[src/rtl/dis_pkg.sv]
package dis_pkg;
   // state codes are the state numbers 1..8
   typedef enum logic [3:0] {
      ST_HOLD_H  = 4'd1,
      ST_PREP_H  = 4'd2,
      ST_FIRST_L = 4'd3,
      ST_RUN_H   = 4'd4,
      ST_RUN_L   = 4'd5,
      ST_FIRST_H = 4'd6,
      ST_PREP_L  = 4'd7,
      ST_HOLD_L  = 4'd8
   } seq_state_t;
endpackage

[src/rtl/dis_sync.sv]
module dis_sync #(
   parameter int STAGES = 2
) (
   input  logic clk,
   input  logic d,
   output logic q
);
   generate
      if (STAGES < 2) begin : g_bad_stages
         $error("dis_sync: STAGES must be at least 2");
      end
   endgenerate

   logic [STAGES-1:0] chain;

   always_ff @(posedge clk) begin
      chain <= {chain[STAGES-2:0], d};
   end

   assign q = chain[STAGES-1];
endmodule

[src/rtl/dis_mrz_timer.sv]
module dis_mrz_timer #(
   parameter int CM_LEN  = 4794,
   parameter int CM_RDY  = 4212,
   parameter int NC_LEN  = 9108,
   parameter int NC_RDY1 = 4212,
   parameter int NC_RDY2 = 4548,
   localparam int CW = $clog2(NC_LEN + 1)
) (
   input  logic clk,
   input  logic rst,
   input  logic start_cm,
   input  logic start_nc,
   input  logic side_end,
   output logic busy,
   output logic rdy,
   output logic rdy_side
);
   localparam logic [CW-1:0] K_CM_LAST = CW'(CM_LEN - 1);
   localparam logic [CW-1:0] K_NC_LAST = CW'(NC_LEN - 1);
   localparam logic [CW-1:0] K_CM_RDY  = CW'(CM_RDY - 1);
   localparam logic [CW-1:0] K_NC_RDY1 = CW'(NC_RDY1 - 1);
   localparam logic [CW-1:0] K_NC_RDY2 = CW'(NC_RDY2 - 1);

   logic [CW-1:0] cnt;
   logic          run, nc_mode, tag1, tag2;
   logic [CW-1:0] last;

   assign last = nc_mode ? K_NC_LAST : K_CM_LAST;

   always_ff @(posedge clk) begin
      if (rst) begin
         cnt     <= '0;
         run     <= 1'b0;
         nc_mode <= 1'b0;
         tag1    <= 1'b0;
         tag2    <= 1'b0;
      end else if (start_cm) begin
         cnt     <= '0;
         run     <= 1'b1;
         nc_mode <= 1'b0;
         tag1    <= side_end;
      end else if (start_nc) begin
         cnt     <= '0;
         run     <= 1'b1;
         nc_mode <= 1'b1;
         tag1    <= ~side_end;
         tag2    <= side_end;
      end else if (run) begin
         if (cnt == last) run <= 1'b0;
         else             cnt <= cnt + 1'b1;
      end
   end

   assign busy     = run;
   assign rdy      = run && (nc_mode ? (cnt == K_NC_RDY1 || cnt == K_NC_RDY2)
                                     : (cnt == K_CM_RDY));
   assign rdy_side = (nc_mode && cnt == K_NC_RDY2) ? tag2 : tag1;
endmodule

[src/rtl/dual_integ_seq.sv]
module dual_integ_seq
   import dis_pkg::*;
#(
   parameter int SYNC_STAGES = 2,
   parameter int CM_LEN      = 4794,
   parameter int CM_RDY      = 4212,
   parameter int NC_LEN      = 9108,
   parameter int NC_RDY1     = 4212,
   parameter int NC_RDY2     = 4548
) (
   input  logic       clk,
   input  logic       rst,
   input  logic       conv,
   input  logic       xmit_n,
   output logic       dvalid_n,
   output logic       data_side,
   output logic       int_side,
   output logic       int_active,
   output logic       meas_busy,
   output logic [3:0] state_num
);
   generate
      if (CM_RDY < 1 || CM_RDY >= CM_LEN) begin : g_bad_cm
         $error("dual_integ_seq: CM_RDY must lie inside the continuous cycle");
      end
      if (NC_RDY1 < 1 || NC_RDY2 <= NC_RDY1 || NC_RDY2 >= NC_LEN) begin : g_bad_nc
         $error("dual_integ_seq: non-continuous ready points out of order");
      end
   endgenerate

   seq_state_t state;
   logic conv_s, conv_d, conv_edge;
   logic side, active;
   logic start_cm, start_nc, busy, rdy_pulse, rdy_side;
   logic run_st, first_st;

   dis_sync #(.STAGES(SYNC_STAGES)) i_sync (
      .clk (clk),
      .d   (conv),
      .q   (conv_s)
   );

   dis_mrz_timer #(
      .CM_LEN(CM_LEN), .CM_RDY(CM_RDY),
      .NC_LEN(NC_LEN), .NC_RDY1(NC_RDY1), .NC_RDY2(NC_RDY2)
   ) i_timer (
      .clk      (clk),
      .rst      (rst),
      .start_cm (start_cm),
      .start_nc (start_nc),
      .side_end (side),
      .busy     (busy),
      .rdy      (rdy_pulse),
      .rdy_side (rdy_side)
   );

   assign conv_edge = conv_s ^ conv_d;
   assign run_st    = (state == ST_RUN_H) || (state == ST_RUN_L);
   assign first_st  = (state == ST_FIRST_H) || (state == ST_FIRST_L);
   assign start_cm  = conv_edge && (first_st || (run_st && !busy));
   assign start_nc  = conv_edge && run_st && busy;

   always_ff @(posedge clk) begin
      if (rst) begin
         state  <= conv_s ? ST_HOLD_H : ST_HOLD_L;
         conv_d <= conv_s;
         side   <= 1'b0;
         active <= 1'b0;
      end else begin
         conv_d <= conv_s;
         unique case (state)
            ST_HOLD_H, ST_HOLD_L: begin
               if (busy) state <= conv_s ? ST_HOLD_H : ST_HOLD_L;
               else      state <= conv_s ? ST_PREP_H : ST_PREP_L;
            end
            ST_PREP_H, ST_PREP_L: begin
               if (conv_edge) begin
                  state  <= conv_s ? ST_FIRST_H : ST_FIRST_L;
                  active <= 1'b1;
               end
            end
            ST_FIRST_L, ST_RUN_H, ST_RUN_L, ST_FIRST_H: begin
               if (conv_edge) begin
                  side <= ~side;
                  if (start_nc) begin
                     state  <= conv_s ? ST_HOLD_H : ST_HOLD_L;
                     active <= 1'b0;
                  end else begin
                     state <= conv_s ? ST_RUN_H : ST_RUN_L;
                  end
               end
            end
            default: state <= ST_HOLD_L;
         endcase
      end
   end

   always_ff @(posedge clk) begin
      if (rst) begin
         dvalid_n  <= 1'b1;
         data_side <= 1'b0;
      end else if (rdy_pulse) begin
         dvalid_n  <= 1'b0;
         data_side <= rdy_side;
      end else if (!xmit_n) begin
         dvalid_n  <= 1'b1;
      end
   end

   assign int_side   = side;
   assign int_active = active;
   assign meas_busy  = busy;
   assign state_num  = 4'(state);
endmodule

[config.mk]
export PLATFORM = sky130hd
export DESIGN_NAME = dual_integ_seq
export DESIGN_NICKNAME = d
export VERILOG_FILES = /design/src/rtl/dis_pkg.sv /design/src/rtl/dis_sync.sv /design/src/rtl/dis_mrz_timer.sv /design/src/rtl/dual_integ_seq.sv
export SDC_FILE = /design/constraint.sdc
export NUM_CORES = 1
export LEC_CHECK = 0
export BUFFER_PORTS_ARGS = -buffer_cell sky130_fd_sc_hd__buf_2
export CAP_MARGIN = 20
export CORE_AREA = 2 2 59 61
export DETAILED_ROUTE_END_ITERATION = 6
export DIE_AREA = 0 0 61 63
export PLACE_DENSITY = 0.81
export SYNTH_ARGS = -nofsm -noshare
export SYNTH_HDL_FRONTEND = slang
export SYNTH_HIERARCHICAL = 1
export SYNTH_SLANG_ARGS = --single-unit
[constraint.sdc]
create_clock -name clk -period 2.5 [get_ports clk]
set_clock_uncertainty 0.2 [all_clocks]
set_input_delay 0.5 -clock clk [delete_from_list [all_inputs] [get_ports clk]]
set_output_delay 0.5 -clock clk [all_outputs]
set_load 0.05 [all_outputs]
==> results of run 1 <==
logic make-up (layout without fill, tap and decap cells):
family	Yosys count	after routing
muxes	6	6
DFF	29	29
AOI/OAI and AO/OA	27	27
xor gates and xnor gates	13	13
adders and majority gates	4	4
buffers and inverters	10	35
and+or+nand+nor	89	89
state kept, by name, summed over array words and instances (netlist names):
register         flops
data_side            1
dvalid_n             1
int_active           1
i_sync/chain         2
i_timer/tag2         1
i_timer/tag1         1
state_num            4
int_side             1
i_timer/nc_mode      1
i_timer/busy         1
conv_d               1
i_timer/cnt         14
power by group through the flow:
| stage | registers, mW | clock network (mW) | logic, mW |
|---|---|---|---|
| global route | 0.612 | 0.308 | 0.592 |
| detailed placement | 0.614 | 0 | 0.527 |
| floorplan | 0.692 | 0 | 0.312 |
| finish | 0.603 | 0.274 | 0.536 |
| CTS | 0.602 | 0.283 | 0.531 |
| global placement | 0.613 | 0 | 0.529 |
layout make-up:
| cell class | count | area share (%) |
|---|---|---|
| multi-input combinational | 139 | 51.5 |
| sequential | 29 | 33.7 |
| timing repair buffer | 24 | 8.15 |
| tap | 46 | 3.12 |
| clock buffer | 5 | 2.04 |
| clock inverter | 3 | 0.950 |
| inverter | 3 | 0.611 |
metal layers:
| layer | vias to the layer above | part of all wire [%] | wire length, µm | global-route usage, % |
|---|---|---|---|---|
| li1 | 689 | - | - | - |
| met1 | 661 | 47 | 1520 | 27.5 |
| met2 | 22 | 47 | 1520 | 31.2 |
| met3 | 6 | 3.8 | 123 | 5.59 |
| met4 | 0 | 1.8 | 59 | 8.70 |
| met5 | - | 0 | 0 | 0 |
synth_stat cells (all sizes together) (3+ instances only):
library cell and number:
nor2b 7, nand3 8, nor3 10, nand4 5
or3 3, nor2 25, nand3b 4, buf 6
mux2i 5, dfxtp 25, a31oi 5, nand2b 4
xor2 6, ha 4, inv 3, nand2 13
xnor2 7, a21oi 7, edfxtp 4
critical path: cells and delay by family (launching register included):
| family | cells | cell delay, ns |
|---|---|---|
| adder cells (fa/ha/maj) | 1 | 0.28 |
| AO/OA/AOI/OAI | 2 | 0.34 |
| AND/OR/NAND/NOR | 4 | 0.57 |
| flip-flops | 1 | 0.61 |
worst paths after layout:
check / to / slack (ns)
min reg2reg: i_sync/chain[1] / 0.13
min: i_sync/chain[0] / 0.07
max: state_num[0] / 0.27
max reg2reg: state_num[0] / 0.27
through the flow:
step	hold slack [ns]	total power [mW]	std cells	setup WS, ns	TNS [ns]
4_1_cts	0.0541	1.42	249	0.284	0
3_5_place_dp	0.116	1.14	241	0.306	0
3_3_place_gp	0.111	1.14	241	0.312	0
6_report	0.0665	1.41	249	0.269	0
2_1_floorplan	0.110	1.00	178	-0.0656	-0.0656
5_1_grt	0.0425	1.51	249	0.111	0
==> results.toml, run 1 <==
[outcome]
status = "finished clean"

[global_route]
grt_max_degree = 17
grt-ovfl-total = 0
first_global_vias = 1370
grt_pass1_wl_um = 6110
grtUsageTotal_pct = 20.7
grt_antenna_before_repair = 0

[critical_path]
r2r_start = "i_timer/busy"
path_class = "reg2reg"
path_cells = "nand2_4 -> nor4_4 -> ha_1 -> and4b_1 -> a21oi_1 -> nor3_1 -> a211o_1"
critPathMaxStageDelay_ns = 0.61
cp-start-kind = "flop"
cpMaxStageDelayCell = "dfxtp_1"
crit_start = "i_timer/busy"
required_ns = 2.40
cp_max_fo = 11
r2r_cells = 7
crit_arrival_ns = 2.13
critPathCaptureType = "flop"

[clocking]
htree_levels = 2
cts-hold-fix-buffers = 0
post_cts_buffers = 0
cts_buffers = 5
clk_pin_slew_ns = 0.10
clkLatencyLatePin_ns = 0.33
clock_path_buffers = 2
post_cts_resize_count = 0
cts_tree = "yes"
cts-root-buf = "clkbuf_4"
cts_sinks = 29

[place]
port_buffers = 12
dpl_cell_area_um2 = 1790
dpl.hpwl_um = 2380
gp_congestion = 0.880

[floorplanning]
coreArea_um2 = 3230
die_h_um = 63
ios = 13
start_util_pct = 49.7
die_w_um = 61
rows = 21
dieArea_um2 = 3840

[routing]
antenna_left = 0
drt_iter0_drc = 70
vias_per_cell = 5.53
wl_per_cell_um = 13.0
vias = 1378
routed_wl_um = 3230
drc = 0
firstDrtPassIters = 4

[logic_synthesis]
postSynthAreaPerCell_um2 = 9.03
synthAdderAreaFrac_pct = 3.12
synth-edff-count = 4
synthArstFlopShare_pct = 0
synth.top_cell.area_share_pct = 31.2
syn_inst = 178
synth_compound_area_share_pct = 11.9
syn_nets = 186
netlist_area_um2 = 1610
synthTopCellsByArea = "dfxtp_1 31%, edfxtp_1 7.5%, nor2_1 5.8%"
synth-simple-area-share_pct = 32.1
synth_mux_area_share_pct = 3.82
post-synth-top-area-cell = "dfxtp_1"
ys_seq_area_share_pct = 38.6
synth_top_family_by_area = "simple AND/OR/NAND/NOR gates"
synthFlopType = "dfxtp_1"
yosysUniqueCellTypes = 46
synth-seq-cells = 29
synthXorXnorAreaFrac_pct = 7.09
yosys_warnings = 6

[final_layout]
fill_cells = 297
fin_area_um2 = 1840
final_cell_mix = "25 x nor2_1, 25 x dfxtp_1, 12 x nand2_1, 12 x buf_4, 12 x buf_2"
diodes = 0
drive_gt1_share_pct = 21.7
nNetsFinal = 210
multi_input_area_um2 = 948
seq_area_um2 = 621
post-route-util_pct = 57.0
areaGrowthSynthToFinish_pct = 14.7

[timing]
max_slew.worst_pin.slew_ns = 0.568
post-route-period-util_pct = 89.2
finalCriticalPeriod_ns = 2.23
maxSlewHeadroom_pct = 61.9
fmax_mhz = 448
drv_slew = 0
setup_viol = 0
rsz0062_at_grt = "no"
hold_viol = 0

[power]
power_frac_clock_pct = 19.4
p_int_mw = 0.837
ir_drop_uv = 406
power_density_nw_per_um2 = 767
p_switching_mw = 0.576
p_leak_nw = 0.728
power_frac_comb_pct = 37.9
switching_share_pct = 40.8
p_seq_share_pct = 42.7

[hold_path]
hold_depth = 1
hold_class = "in2reg"
min-delay-start = "conv"

[flow_run]
cap_violations = 0
Power figures use the tool's default switching activity.
==> run 2: changes to the inputs <==
- ABC_AREA: unset -> 1
- CORE_AREA: 2 2 59 61 -> 2 2 60 62
- DIE_AREA: 0 0 61 63 -> 0 0 62 64
==> run 2 against run 1 <==
  * Core utilization is 1.4 points lower
  * Sequential share of layout area is 0.30 points higher
  * Design area decreased by 0.88%
  * Flip-flop and latch count unchanged
  * Count of clock-buffer cells in the layout rose by 1
  * Die area rose by 3.3%
  * Register-to-register slack better by 0.16 ns
  * Routed wire length increased by 1.5%
  * Global-route usage down 1.4 points
  * Maximum frequency is 7.7% higher
  * Via count up 9.7%
  * Critical endpoint is now i_timer/cnt[4]
==> results.toml, run 2 <==
[flow_run]
cap_violations = 0

[global_route]
grt_pass1_wl_um = 5660
grt_max_degree = 15
grt-ovfl-total = 0
grt_antenna_before_repair = 0
first_global_vias = 1349
grtUsageTotal_pct = 19.3

[critical_path]
r2r_start = "state_num[1]"
crit_family = "simple AND/OR/NAND/NOR gates"
rr_endpoint = "i_timer/cnt[4]"
path_cells = "inv_2 -> nor2_4 -> nand2_2 -> a31oi_1 -> inv_2 -> nand2_1 -> nor2_2 -> o21ai_0 -> a21oi_1"
cpMaxStageDelayCell = "edfxtp_1"
critPathCaptureType = "flop"
critPathMaxStageDelay_ns = 0.49
cp_max_fo = 14
crit_buf_inv = 2
path_class = "reg2reg"
crit_top_cell = "inv_2"
r2r_slack_ns = 0.43
crit_arrival_ns = 2.14
cp-start-kind = "flop"
required_ns = 2.56
r2r_cells = 9

[outcome]
status = "finished clean"

[routing]
routed_wl_um = 3280
firstDrtPassIters = 4
drt_iter0_drc = 107
vias = 1512
wl_per_cell_um = 10.7
vias_per_cell = 4.96
drc = 0
antenna_left = 0

[logic_synthesis]
synth.top_cell.area_share_pct = 29.9
synth_common_cells = "54 x nand2_1, 35 x nor2_1, 26 x inv_1"
postSynthAreaPerCell_um2 = 6.95
synthFlopType = "dfxtp_1"
synthArstFlopShare_pct = 0
yosysUniqueCellTypes = 30
syn_inst = 241
post-synth-top-area-cell = "dfxtp_1"
synth-seq-cells = 29
synthTopCellsByArea = "dfxtp_1 30%, nand2_1 12%, nor2_1 7.8%"
ys_seq_area_share_pct = 37.1
netlist_area_um2 = 1670
synth-edff-count = 4
yosys_warnings = 6
synth.most_common_cell = "nand2_1"
syn_nets = 249

[floorplanning]
ios = 13
die_w_um = 62
dieArea_um2 = 3970
rows = 21
coreArea_um2 = 3280
die_h_um = 64
start_util_pct = 51.0

[final_layout]
final_common_cell = "nand2_1"
nNetsFinal = 266
top_register = "i_timer/cnt"
stdcell_count = 305
drive_gt1_share_pct = 20.5
fill_cells = 324
areaGrowthSynthToFinish_pct = 9.12
largest_reg_flops = 14
diodes = 0
final_cell_mix = "54 x nand2_1, 34 x nor2_1, 26 x inv_1"

[timing]
hold_viol = 0
fin_tns_setup_ns = 0
maxSlewHeadroom_pct = 64.7
post-route-period-util_pct = 82.8
setup_viol = 0
finalCriticalPeriod_ns = 2.07
max_slew.worst_pin.slew_ns = 0.529
fmax_mhz = 483
rsz0062_at_grt = "no"
drv_slew = 0

[clocking]
clk_pin_slew_ns = 0.09
cts_sinks = 29
cts_tree = "yes"
clkLatencyLatePin_ns = 0.32
clock_path_buffers = 2
cts_buffers = 5
cts-root-buf = "clkbuf_4"
htree_levels = 2

[hold_path]
min-delay-start = "conv"
min_to = "i_sync/chain[0]"
hold_class = "in2reg"
hold_depth = 1

[place]
gp_congestion = 0.889
placed_cells = 297
port_buffers = 12
dpl.hpwl_um = 2410

[power]
p_leak_nw = 0.807
power_density_nw_per_um2 = 731
ir_drop_uv = 316
==> run 2: changes by cell type after synthesis, moves of 5 or more <==
cell / change
a21oi_1: +7
inv_1: +23
inv_2: +8
mux2i_1: -5
nand2_1: +41
nand2_2: +7
nand3_1: +9
nor2_1: +10
nor2_2: +8
nor2b_1: -7
nor3_1: -5
o21ai_0: +6
xnor2_1: -7
xor2_1: -5
==> run 2: worst max path at each step <==
stage,start,end,slack [ns],cells after the start
after floorplan,state_num[3],state_num[0],0.39,10
after global placement,state_num[2],i_timer/cnt[6],0.29,9
final,state_num[1],i_timer/cnt[4],0.43,9
after detailed placement,state_num[1],i_timer/cnt[6],0.23,9
after global routing,i_sync/chain[1],i_timer/cnt[6],0.17,10
after CTS,state_num[1],i_timer/cnt[4],0.18,9
==> run 2: cell type report <==
cell class,instances,area (µm²),area share [%]
Clock buffer,6,41.3,2.26
Multi-Input combinational cell,174,898,49.2
Timing Repair Buffer,13,67.6,3.70
Inverter,35,131,7.19
Tap cell,46,57.6,3.15
Clock inverter,2,10.0,0.548
Sequential cell,29,621,34.0
==> run 2: logic make-up (layout without fill, tap and decap cells) <==
group                      count (synthesis)  count (layout)  share of synthesized area (%)
AOI/OAI and AO/OA                         30              30                           9.64
xor gates and xnor gates                   1               1                          0.523
adders and majority gates                  4               4                           2.99
buffers and inverters                     38              56                           9.42
DFF                                       29              29                           37.1
and+or+nand+nor                          139             139                           40.4
==> run 2: timing repair <==
| item | CTS | global route |
|---|---|---|
| hold buffers | 0 | 0 |
| buffers inserted | 0 | 0 |
| resized for setup | 0 | 1 |
| setup endpoints to repair | 0 | 6 |
==> run 2: worst reg2reg max path: cells and delay by family (launching register included) <==
family / cells / cell delay, ns
AOI/OAI and AO/OA: 3 / 0.47
buffers and inverters: 2 / 0.22
DFF: 1 / 0.49
and+or+nand+nor: 4 / 0.63
==> run 2: layer usage <==
| metal | GRT usage (%) | share of wire (%) |
|---|---|---|
| met1 | 25.0 | 49 |
| met2 | 29.4 | 44 |
| met3 | 6.68 | 5.0 |
| met4 | 6.65 | 1.5 |
| met5 | 0 | 0 |
==> run 2: metrics by stage <==
stage	util, %	instance area (µm²)	hold slack [ns]	setup slack, ns	total power [mW]
6_report	55.6	1830	0.0721	0.429	1.34
4_1_cts	55.5	1820	0.0538	0.177	1.35
3_5_place_dp	54.0	1770	0.118	0.227	1.08
2_1_floorplan	-	1670	0.110	0.393	0.980
5_1_grt	55.6	1830	0.0457	0.170	1.43
3_3_place_gp	54.0	1770	0.122	0.294	1.07
==> run 2: where the power goes <==
group / internal, mW / switching (mW)
Sequential: 0.529 / 0.0661
Clock: 0.107 / 0.159
Combinational: 0.132 / 0.344
Total: 0.768 / 0.568
